### src/rtl/sio_evt_pkg.sv
package sio_evt_pkg;
  localparam logic [5:0] CFG_BASE = 6'h10;
  localparam logic [5:0] STS_BASE = 6'h20;

  typedef enum logic [1:0] {
    EV_OFF  = 2'b00,
    EV_RISE = 2'b01,
    EV_FALL = 2'b10,
    EV_BOTH = 2'b11
  } ev_sel_e;
endpackage

### src/rtl/sio_evt_cfg.sv
module sio_evt_cfg
  import sio_evt_pkg::*;
#(
  parameter int unsigned NB = 8,
  parameter int unsigned BW = 8,
  parameter int unsigned AW = 6,
  localparam int unsigned DW = 2 * BW
) (
  input  logic             clk_i,
  input  logic             rst_ni,
  input  logic             we_i,
  input  logic [AW-1:0]    addr_i,
  input  logic [DW-1:0]    wdata_i,
  output logic [NB*DW-1:0] cfg_o
);
  for (genvar n = 0; n < NB; n++) begin : g_bank
    localparam logic [AW-1:0] ADDR = AW'(CFG_BASE) + AW'(2 * n);
    logic [DW-1:0] cfg_q;
    always_ff @(posedge clk_i or negedge rst_ni) begin
      if (!rst_ni)                    cfg_q <= '0;
      else if (we_i && addr_i == ADDR) cfg_q <= wdata_i;
    end
    assign cfg_o[n*DW +: DW] = cfg_q;
  end
endmodule

### src/rtl/sio_evt_detect.sv
module sio_evt_detect
  import sio_evt_pkg::*;
#(
  parameter int unsigned NB = 8,
  parameter int unsigned BW = 8,
  parameter int unsigned CW = 4,
  localparam int unsigned N  = NB * BW
) (
  input  logic            clk_i,
  input  logic            rst_ni,
  input  logic            en_i,
  input  logic            frame_i,
  input  logic [N-1:0]    data_i,
  input  logic [2*N-1:0]  cfg_i,
  input  logic [CW-1:0]   bank_cnt_i,
  output logic [N-1:0]    evt_o
);
  logic [N-1:0] prev_q;
  logic         primed_q;
  logic         live;

  // history refills on the first frame after reset or re-enable
  always_ff @(posedge clk_i or negedge rst_ni) begin
    if (!rst_ni) begin
      prev_q   <= '0;
      primed_q <= 1'b0;
    end else if (!en_i) begin
      primed_q <= 1'b0;
    end else if (frame_i) begin
      prev_q   <= data_i;
      primed_q <= 1'b1;
    end
  end

  assign live = en_i & frame_i & primed_q;

  for (genvar n = 0; n < NB; n++) begin : g_bank
    logic bank_ok;
    assign bank_ok = (CW'(n) < bank_cnt_i);
    for (genvar b = 0; b < BW; b++) begin : g_bit
      localparam int unsigned IDX = n * BW + b;
      ev_sel_e sel;
      logic    rise, fall;
      assign sel  = ev_sel_e'(cfg_i[2*IDX +: 2]);
      assign rise = ~prev_q[IDX] &  data_i[IDX] & (sel == EV_RISE || sel == EV_BOTH);
      assign fall =  prev_q[IDX] & ~data_i[IDX] & (sel == EV_FALL || sel == EV_BOTH);
      assign evt_o[IDX] = live & bank_ok & (rise | fall);
    end
  end
endmodule

### src/rtl/sio_evt_status.sv
module sio_evt_status
  import sio_evt_pkg::*;
#(
  parameter int unsigned NB = 8,
  parameter int unsigned BW = 8,
  parameter int unsigned AW = 6,
  localparam int unsigned N = NB * BW
) (
  input  logic          clk_i,
  input  logic          rst_ni,
  input  logic          we_i,
  input  logic [AW-1:0] addr_i,
  input  logic [BW-1:0] wdata_i,
  input  logic [N-1:0]  evt_i,
  output logic [N-1:0]  sts_o,
  output logic          irq_o
);
  for (genvar n = 0; n < NB; n++) begin : g_bank
    localparam logic [AW-1:0] ADDR = AW'(STS_BASE) + AW'(n);
    logic [BW-1:0] sts_q, clr;
    assign clr = (we_i && addr_i == ADDR) ? wdata_i : '0;
    // set has priority over a same-cycle clear
    always_ff @(posedge clk_i or negedge rst_ni) begin
      if (!rst_ni) sts_q <= '0;
      else         sts_q <= (sts_q & ~clr) | evt_i[n*BW +: BW];
    end
    assign sts_o[n*BW +: BW] = sts_q;
  end

  assign irq_o = |sts_o;
endmodule

### src/rtl/sio_edge_evt.sv
module sio_edge_evt
  import sio_evt_pkg::*;
#(
  parameter int unsigned NB = 8,
  parameter int unsigned BW = 8,
  parameter int unsigned AW = 6,
  localparam int unsigned N  = NB * BW,
  localparam int unsigned DW = 2 * BW,
  localparam int unsigned CW = $clog2(NB + 1)
) (
  input  logic          clk_i,
  input  logic          rst_ni,
  input  logic          en_i,
  input  logic          frame_done_i,
  input  logic [N-1:0]  in_data_i,
  input  logic [CW-1:0] in_banks_i,
  input  logic          reg_we_i,
  input  logic [AW-1:0] reg_addr_i,
  input  logic [DW-1:0] reg_wdata_i,
  output logic [DW-1:0] reg_rdata_o,
  output logic          irq_o
);
  logic [2*N-1:0] cfg_w;
  logic [N-1:0]   evt_w;
  logic [N-1:0]   sts_w;

  sio_evt_cfg #(.NB(NB), .BW(BW), .AW(AW)) u_cfg (
    .clk_i   (clk_i),
    .rst_ni  (rst_ni),
    .we_i    (reg_we_i),
    .addr_i  (reg_addr_i),
    .wdata_i (reg_wdata_i),
    .cfg_o   (cfg_w)
  );

  sio_evt_detect #(.NB(NB), .BW(BW), .CW(CW)) u_det (
    .clk_i      (clk_i),
    .rst_ni     (rst_ni),
    .en_i       (en_i),
    .frame_i    (frame_done_i),
    .data_i     (in_data_i),
    .cfg_i      (cfg_w),
    .bank_cnt_i (in_banks_i),
    .evt_o      (evt_w)
  );

  sio_evt_status #(.NB(NB), .BW(BW), .AW(AW)) u_sts (
    .clk_i   (clk_i),
    .rst_ni  (rst_ni),
    .we_i    (reg_we_i),
    .addr_i  (reg_addr_i),
    .wdata_i (reg_wdata_i[BW-1:0]),
    .evt_i   (evt_w),
    .sts_o   (sts_w),
    .irq_o   (irq_o)
  );

  always_comb begin
    reg_rdata_o = '0;
    for (int n = 0; n < NB; n++) begin
      if (reg_addr_i == AW'(CFG_BASE) + AW'(2 * n)) reg_rdata_o = cfg_w[n*DW +: DW];
      if (reg_addr_i == AW'(STS_BASE) + AW'(n))     reg_rdata_o = DW'(sts_w[n*BW +: BW]);
    end
  end
endmodule

### config.mk
export PLATFORM = sky130hd
export DESIGN_NAME = sio_edge_evt
export DESIGN_NICKNAME = d
export VERILOG_FILES = /design/src/rtl/sio_evt_pkg.sv /design/src/rtl/sio_evt_cfg.sv /design/src/rtl/sio_evt_detect.sv /design/src/rtl/sio_evt_status.sv /design/src/rtl/sio_edge_evt.sv
export SDC_FILE = /design/constraint.sdc
export NUM_CORES = 1
export LEC_CHECK = 0
export BUFFER_PORTS_ARGS = -buffer_cell sky130_fd_sc_hd__buf_2
export CORE_MARGIN = 4
export CORE_UTILIZATION = 55
export DETAILED_ROUTE_END_ITERATION = 10
export PLACE_DENSITY = 0.71
export SKIP_CTS_REPAIR_TIMING = 1
export SLEW_MARGIN = 5
export SYNTH_ARGS = -nofsm -noshare
export SYNTH_HDL_FRONTEND = slang
export SYNTH_HIERARCHICAL = 1
export SYNTH_SLANG_ARGS = --single-unit
### constraint.sdc
create_clock -name clk_i -period 3.62 [get_ports clk_i]
set_clock_uncertainty 0.15 [all_clocks]
set_input_delay 0 -clock clk_i [delete_from_list [all_inputs] [get_ports clk_i]]
set_output_delay 0 -clock clk_i [all_outputs]
set_load 0.02 [all_outputs]
---- Yosys cells after proc, flatten, opt, wreduce, memory -nomap -nowiden ----
Index checks and enable logic that the tools add are counted.
storage, ports and cells
  output and inout bits ................... 17
  bits in registers ....................... 257
  word-level logic and storage cells ...... 953
operators by class
  $lt $le $gt $ge ......................... 8
  mux-type cells .......................... 26
  bitwise operators ....................... 546
  equality and inequality tests ........... 209
  reduce and logical (&&, ||, !) cells .... 146
operators with widths
  kind                                               count
  AND 1 bit                                          330
  == test 2 bit, second input constant               128
  2-to-1 mux 16 bit                                  16
  == test 2 x 1 -> 1 bit, second input constant      64
  logical OR 1 bit                                   128
  NOT 1 bit                                          128
  AND 8 bit                                          8
  2-to-1 mux 8 bit                                   8
  NOT 8 bit                                          8
  bitwise OR 1 bit                                   64
  bitwise OR 8 bit                                   8
  OR reduction 64 bit                                1
  == test 6 x 5 -> 1 bit, second input constant      8
  == test 6 bit, second input constant               8
  logical AND 1 bit                                  16
  < comparator 3 x 4 -> 1 bit, first input constant  4
  < comparator 1 x 4 -> 1 bit, first input constant  2
  < comparator 2 x 4 -> 1 bit, first input constant  2
  2-to-1 mux 1 bit                                   2
  != test 2 x 1 -> 1 bit, second input constant      1
  AND reduction 2 bit                                1

---- Longest topological paths before layout ----
  word-level depth ........................ 17
  mapped depth ............................ 9

---- By module ----
Netlist, hierarchy kept.
modules (own cells, without submodules)
  module          cells an instance  area an instance (sq um)  times used
  sio_evt_cfg     280                4830.9                    1
  sio_evt_detect  345                3987.6                    1
  sio_evt_status  304                2815.2                    1
  sio_edge_evt    226                1686.6                    1

---- Worst setup path after synthesis ----
OpenSTA, ideal clock, no wires.
  path type ............................... input -> output
  start ................................... input reg_addr_i[0]
  end ..................................... output reg_rdata_o[4]
  stages .................................. 7
  path buffers ............................ 1
  data required time ...................... 3.470 ns
  arrival ................................. 1.770 ns
  setup slack ............................. 1.700 ns
  cell sequence ........................... buf_2 or4b_4 nor2_2 a221oi_1 o21ai_1 a31oi_1 o41ai_2
on the way
  cells in the longest elaborated chain, start to end .. 17
  elaborated cells between the ends (all ways) .. 32
RTL lines
  what                    line                text
  start: declaration      sio_edge_evt.sv:18  input logic [AW-1:0] reg_addr_i,
  == test 6 x 5 -> 1 bit  sio_edge_evt.sv:61  if (reg_addr_i == AW'(CFG_BASE) + AW'(2 * n)) reg_rdata_o = cfg_w[n*DW +: DW];
  2-to-1 mux 16 bit       sio_edge_evt.sv:61
  2-to-1 mux 16 bit       sio_edge_evt.sv:62  if (reg_addr_i == AW'(STS_BASE) + AW'(n)) reg_rdata_o = DW'(sts_w[n*BW +: BW]);
  2-to-1 mux 16 bit       sio_edge_evt.sv:61
  2-to-1 mux 16 bit       sio_edge_evt.sv:62
  2-to-1 mux 16 bit       sio_edge_evt.sv:61
  2-to-1 mux 16 bit       sio_edge_evt.sv:62
  2-to-1 mux 16 bit       sio_edge_evt.sv:61
  2-to-1 mux 16 bit       sio_edge_evt.sv:62
  2-to-1 mux 16 bit       sio_edge_evt.sv:61
  2-to-1 mux 16 bit       sio_edge_evt.sv:62
  2-to-1 mux 16 bit       sio_edge_evt.sv:61
  2-to-1 mux 16 bit       sio_edge_evt.sv:62
  2-to-1 mux 16 bit       sio_edge_evt.sv:61
  2-to-1 mux 16 bit       sio_edge_evt.sv:62
  2-to-1 mux 16 bit       sio_edge_evt.sv:61
  2-to-1 mux 16 bit *     sio_edge_evt.sv:62
  end: declaration        sio_edge_evt.sv:20  output logic [DW-1:0] reg_rdata_o,
Every way passes the cells marked *; elsewhere a longest branch is shown, timed or not.

---- Worst setup path in the final report ----
  start ................................... input reg_addr_i[2]
  end ..................................... output reg_rdata_o[4]
Same word-level chain as after synthesis.

==> flow_metrics.py <==
metrics = {
    "floorplanning": {
        "coreArea_um2": 23700,
        "num_rows": 56,
        "die_w_um": 164,
        "io_pins": 112,
        "die_y_um": 164,
        "start_util": 0.562,
        "die_area_um2": 26800,
    },
    "yosys": {
        "ys_types": 64,
        "yosysMostFrequentCell": "dfrtp_1",
        "seq_area_frac_synth": 0.483,
        "ys_ff_latch": 257,
        "synth_edf_count": 0,
        "ys_top_cells_by_count": "dfrtp_1 (257), mux2_2 (194), nand3b_1 (129), nor2_1 (85), a31oi_1 (66)",
        "syn_inst": 1155,
        "async_reset_ff_frac": 1.00,
        "synthTopCellsByArea": "dfrtp_1 (48%), mux2_2 (16%), nand3b_1 (7.3%)",
        "yosysTopAreaCell": "dfrtp_1",
        "syn-mean-instance-area_um2": 11.5,
        "yosysTopAreaCellShare": 0.483,
        "ys.warnings.count": 6,
        "ys.flop_type": "dfrtp_1",
        "synth_area_um2": 13300,
        "synth_nets": 1250,
    },
    "clock_tree": {
        "insertion_delay_ns": 0.56,
        "clock_sinks": 257,
        "clk_pin_slew_ns": 0.06,
        "root_buffer": "clkbuf_16",
        "clockBufferDepth": 3,
        "cts_max_level": 1,
        "cts_buffers": 28,
        "cts_tree": "done",
    },
    "global_routing": {
        "antenna_found_initial": 0,
        "grt_pass1_wl_um": 63900,
        "grt_max_degree": 114,
        "grt_pass1_vias": 10500,
        "grt_overflow": 0,
        "grt_use_total": 0.315,
    },
    "timing": {
        "worst_slew_pin_slew_ns": 1.13,
        "tns_ns": 0,
        "relSlewSlack": 0.239,
        "fin_crit_sh": 0.766,
        "finalCriticalPeriod_ns": 2.77,
        "fmax_ghz": 0.361,
        "rsz0062_at_grt": "false",
        "drv_slew": 0,
        "hold_ws_ns": -0.0677,
        "finalHoldViolations": 35,
        "finalSetupViolations": 0,
    },
    "routing": {
        "ant_nets": 0,
        "drt-pass1-iter-count": 8,
        "routedWlPerCell_um": 25.6,
        "via_per_inst": 6.46,
        "drt_iter0_drc": 1200,
        "routed_wl_um": 43300,
        "drc": 0,
        "vias": 10900,
    },
    "job": {
        "maxCapViolCount": 0,
    },
    "power": {
        "internal_power_mw": 5.70,
        "p_leak_nw": 6.69,
        "power_density_nw_per_um2": 494,
        "ir_worst_vdd_mv": 0.321,
        "clkPwrFrac": 0.382,
        "p_seq_frac": 0.476,
        "power.switching_mw": 2.21,
        "sw_frac_of_total": 0.279,
        "pwr-share-comb": 0.141,
    },
    "critical_path": {
        "critPathSlowestCell": "nor4_2",
        "cp_cell_sequence": "buf_2 > or2_2 > nor4_2 > buf_4 > a21oi_1 > nand3_1 > a31oi_1 > o41ai_2 > buf_2",
        "worstPathArrival_ns": 2.62,
        "worstPathMaxFanout": 19,
        "cp-start-kind": "input port",
        "cp-end-kind": "output port",
        "path_class": "in2out",
        "crit_path_max_incr_delay_ns": 0.68,
        "cp_common_cell": "buf_2",
        "critPathRequiredTime_ns": 3.47,
    },
    "layout": {
        "fin_nets": 1447,
        "syn_to_final_growth_pct": 20.2,
        "drive_gt1_frac": 0.301,
        "diodes": 0,
    },
    "outcome": {
        "failed_checks": "hold timing",
        "status": "finished, violations left",
    },
    "placement": {
        "dpl.hpwl_um": 30100,
        "port_buffers": 111,
        "place_congestion": 1.03,
    },
    "min_path": {
        "min_path_type": "in2async",
    },
}
metrics by stage:
step	instances	cell area, um2	total power, mW	setup slack [ns]	util
3_5_place_dp	1557	14200	4.82	0.907	0.599
4_1_cts	1608	15200	7.83	0.885	0.640
5_1_grt	1692	16000	8.17	0.751	0.676
2_1_floorplan	1155	13300	4.29	1.70	-
3_3_place_gp	1557	14200	4.78	1.00	0.599
6_report	1692	16000	7.91	0.849	0.676
flip-flops by register name (all words and copies together) (netlist names):
| signal | count |
|---|---|
| u_cfg/g_bank.cfg_q | 128 |
| u_det/prev_q | 64 |
| u_sts/g_bank.sts_q | 64 |
| u_det/primed_q | 1 |
metal layers:
layer	GRT usage	routed length, um
met5	0	0
met4	0.104	1460
met3	0.0568	3400
met2	0.508	20500
met1	0.435	17900
critical path: cells and delay by family:
family | cells | cell delay, ns
buffers and inverters | 3 | 0.79
and+or+nand+nor | 3 | 1.21
AOI/OAI and AO/OA | 3 | 0.60
cells in the final DEF, fill, tap and decap left out, drive strengths merged, types with 3 or more instances in the layout:
cell and n:
o22ai 11, nand2b 5, a21oi 23, dlygate4sd3 84, o21ai 4, mux2i 13, buf 133, nand3 11
or3 3, bufinv 4, clkinv 6, nor4b 4, a211oi 43, a221oi 30, a31oi 66, dfrtp 257
inv 64, nor2 90, a22o 16, nand4 5, nor4 23, nand3b 130, a211o 5, a222oi 8
a22oi 11, clkbuf 40, and3 4, mux2 201, nor3 15, o221ai 4, nor2b 4, a221o 5
nand2 25, nand4b 3, or2 4
final cells by class:
cell class                      count  area (um2)
Tap cell                          319         399
Clock buffer                       40         796
Clock inverter                     11         183
Multi-Input combinational cell    784        6370
Inverter                           64         240
Timing Repair Buffer              217        1580
Fill cell                        1843        7680
Sequential cell                   257        6430
cell families (layout without fill, tap and decap cells):
kind of cell	count (synthesis)	after routing	synth area share
DFF	257	257	0.483
and+or+nand+nor	336	336	0.166
buffers and inverters	114	332	0.0396
muxes	214	214	0.180
xor gates and xnor gates	1	1	0.000658
AOI/OAI and AO/OA	233	233	0.132
power groups by stage:
| stage | clock, mW | sequential, mW | combinational [mW] |
|---|---|---|---|
| after floorplan | 0 | 3.58 | 0.703 |
| after global placement | 0 | 3.78 | 0.995 |
| after detailed placement | 0 | 3.80 | 1.03 |
| after CTS | 3.05 | 3.75 | 1.03 |
| after global routing | 3.16 | 3.80 | 1.21 |
| final | 3.02 | 3.77 | 1.12 |
worst paths after layout:
kind | slack (ns) | endpoint | start | depth (start not counted)
max in group asynchronous | 2.42 | u_sts/g_bank[4].sts_q[2] | rst_ni | 3
hold / removal | -0.07 | u_det/prev_q[16] | rst_ni | 2
min in group clk_i | -0.01 | u_sts/g_bank[1].sts_q[7] | reg_addr_i[5] | 4
hold reg to reg | 0.37 | u_det/prev_q[47] | u_det/prev_q[47] | 1
setup / recovery | 0.85 | reg_rdata_o[4] | reg_addr_i[2] | 9
setup reg to reg | 1.17 | u_sts/g_bank[5].sts_q[2] | u_det/primed_q | 5
Note: power is estimated with default switching activity, not from simulation.
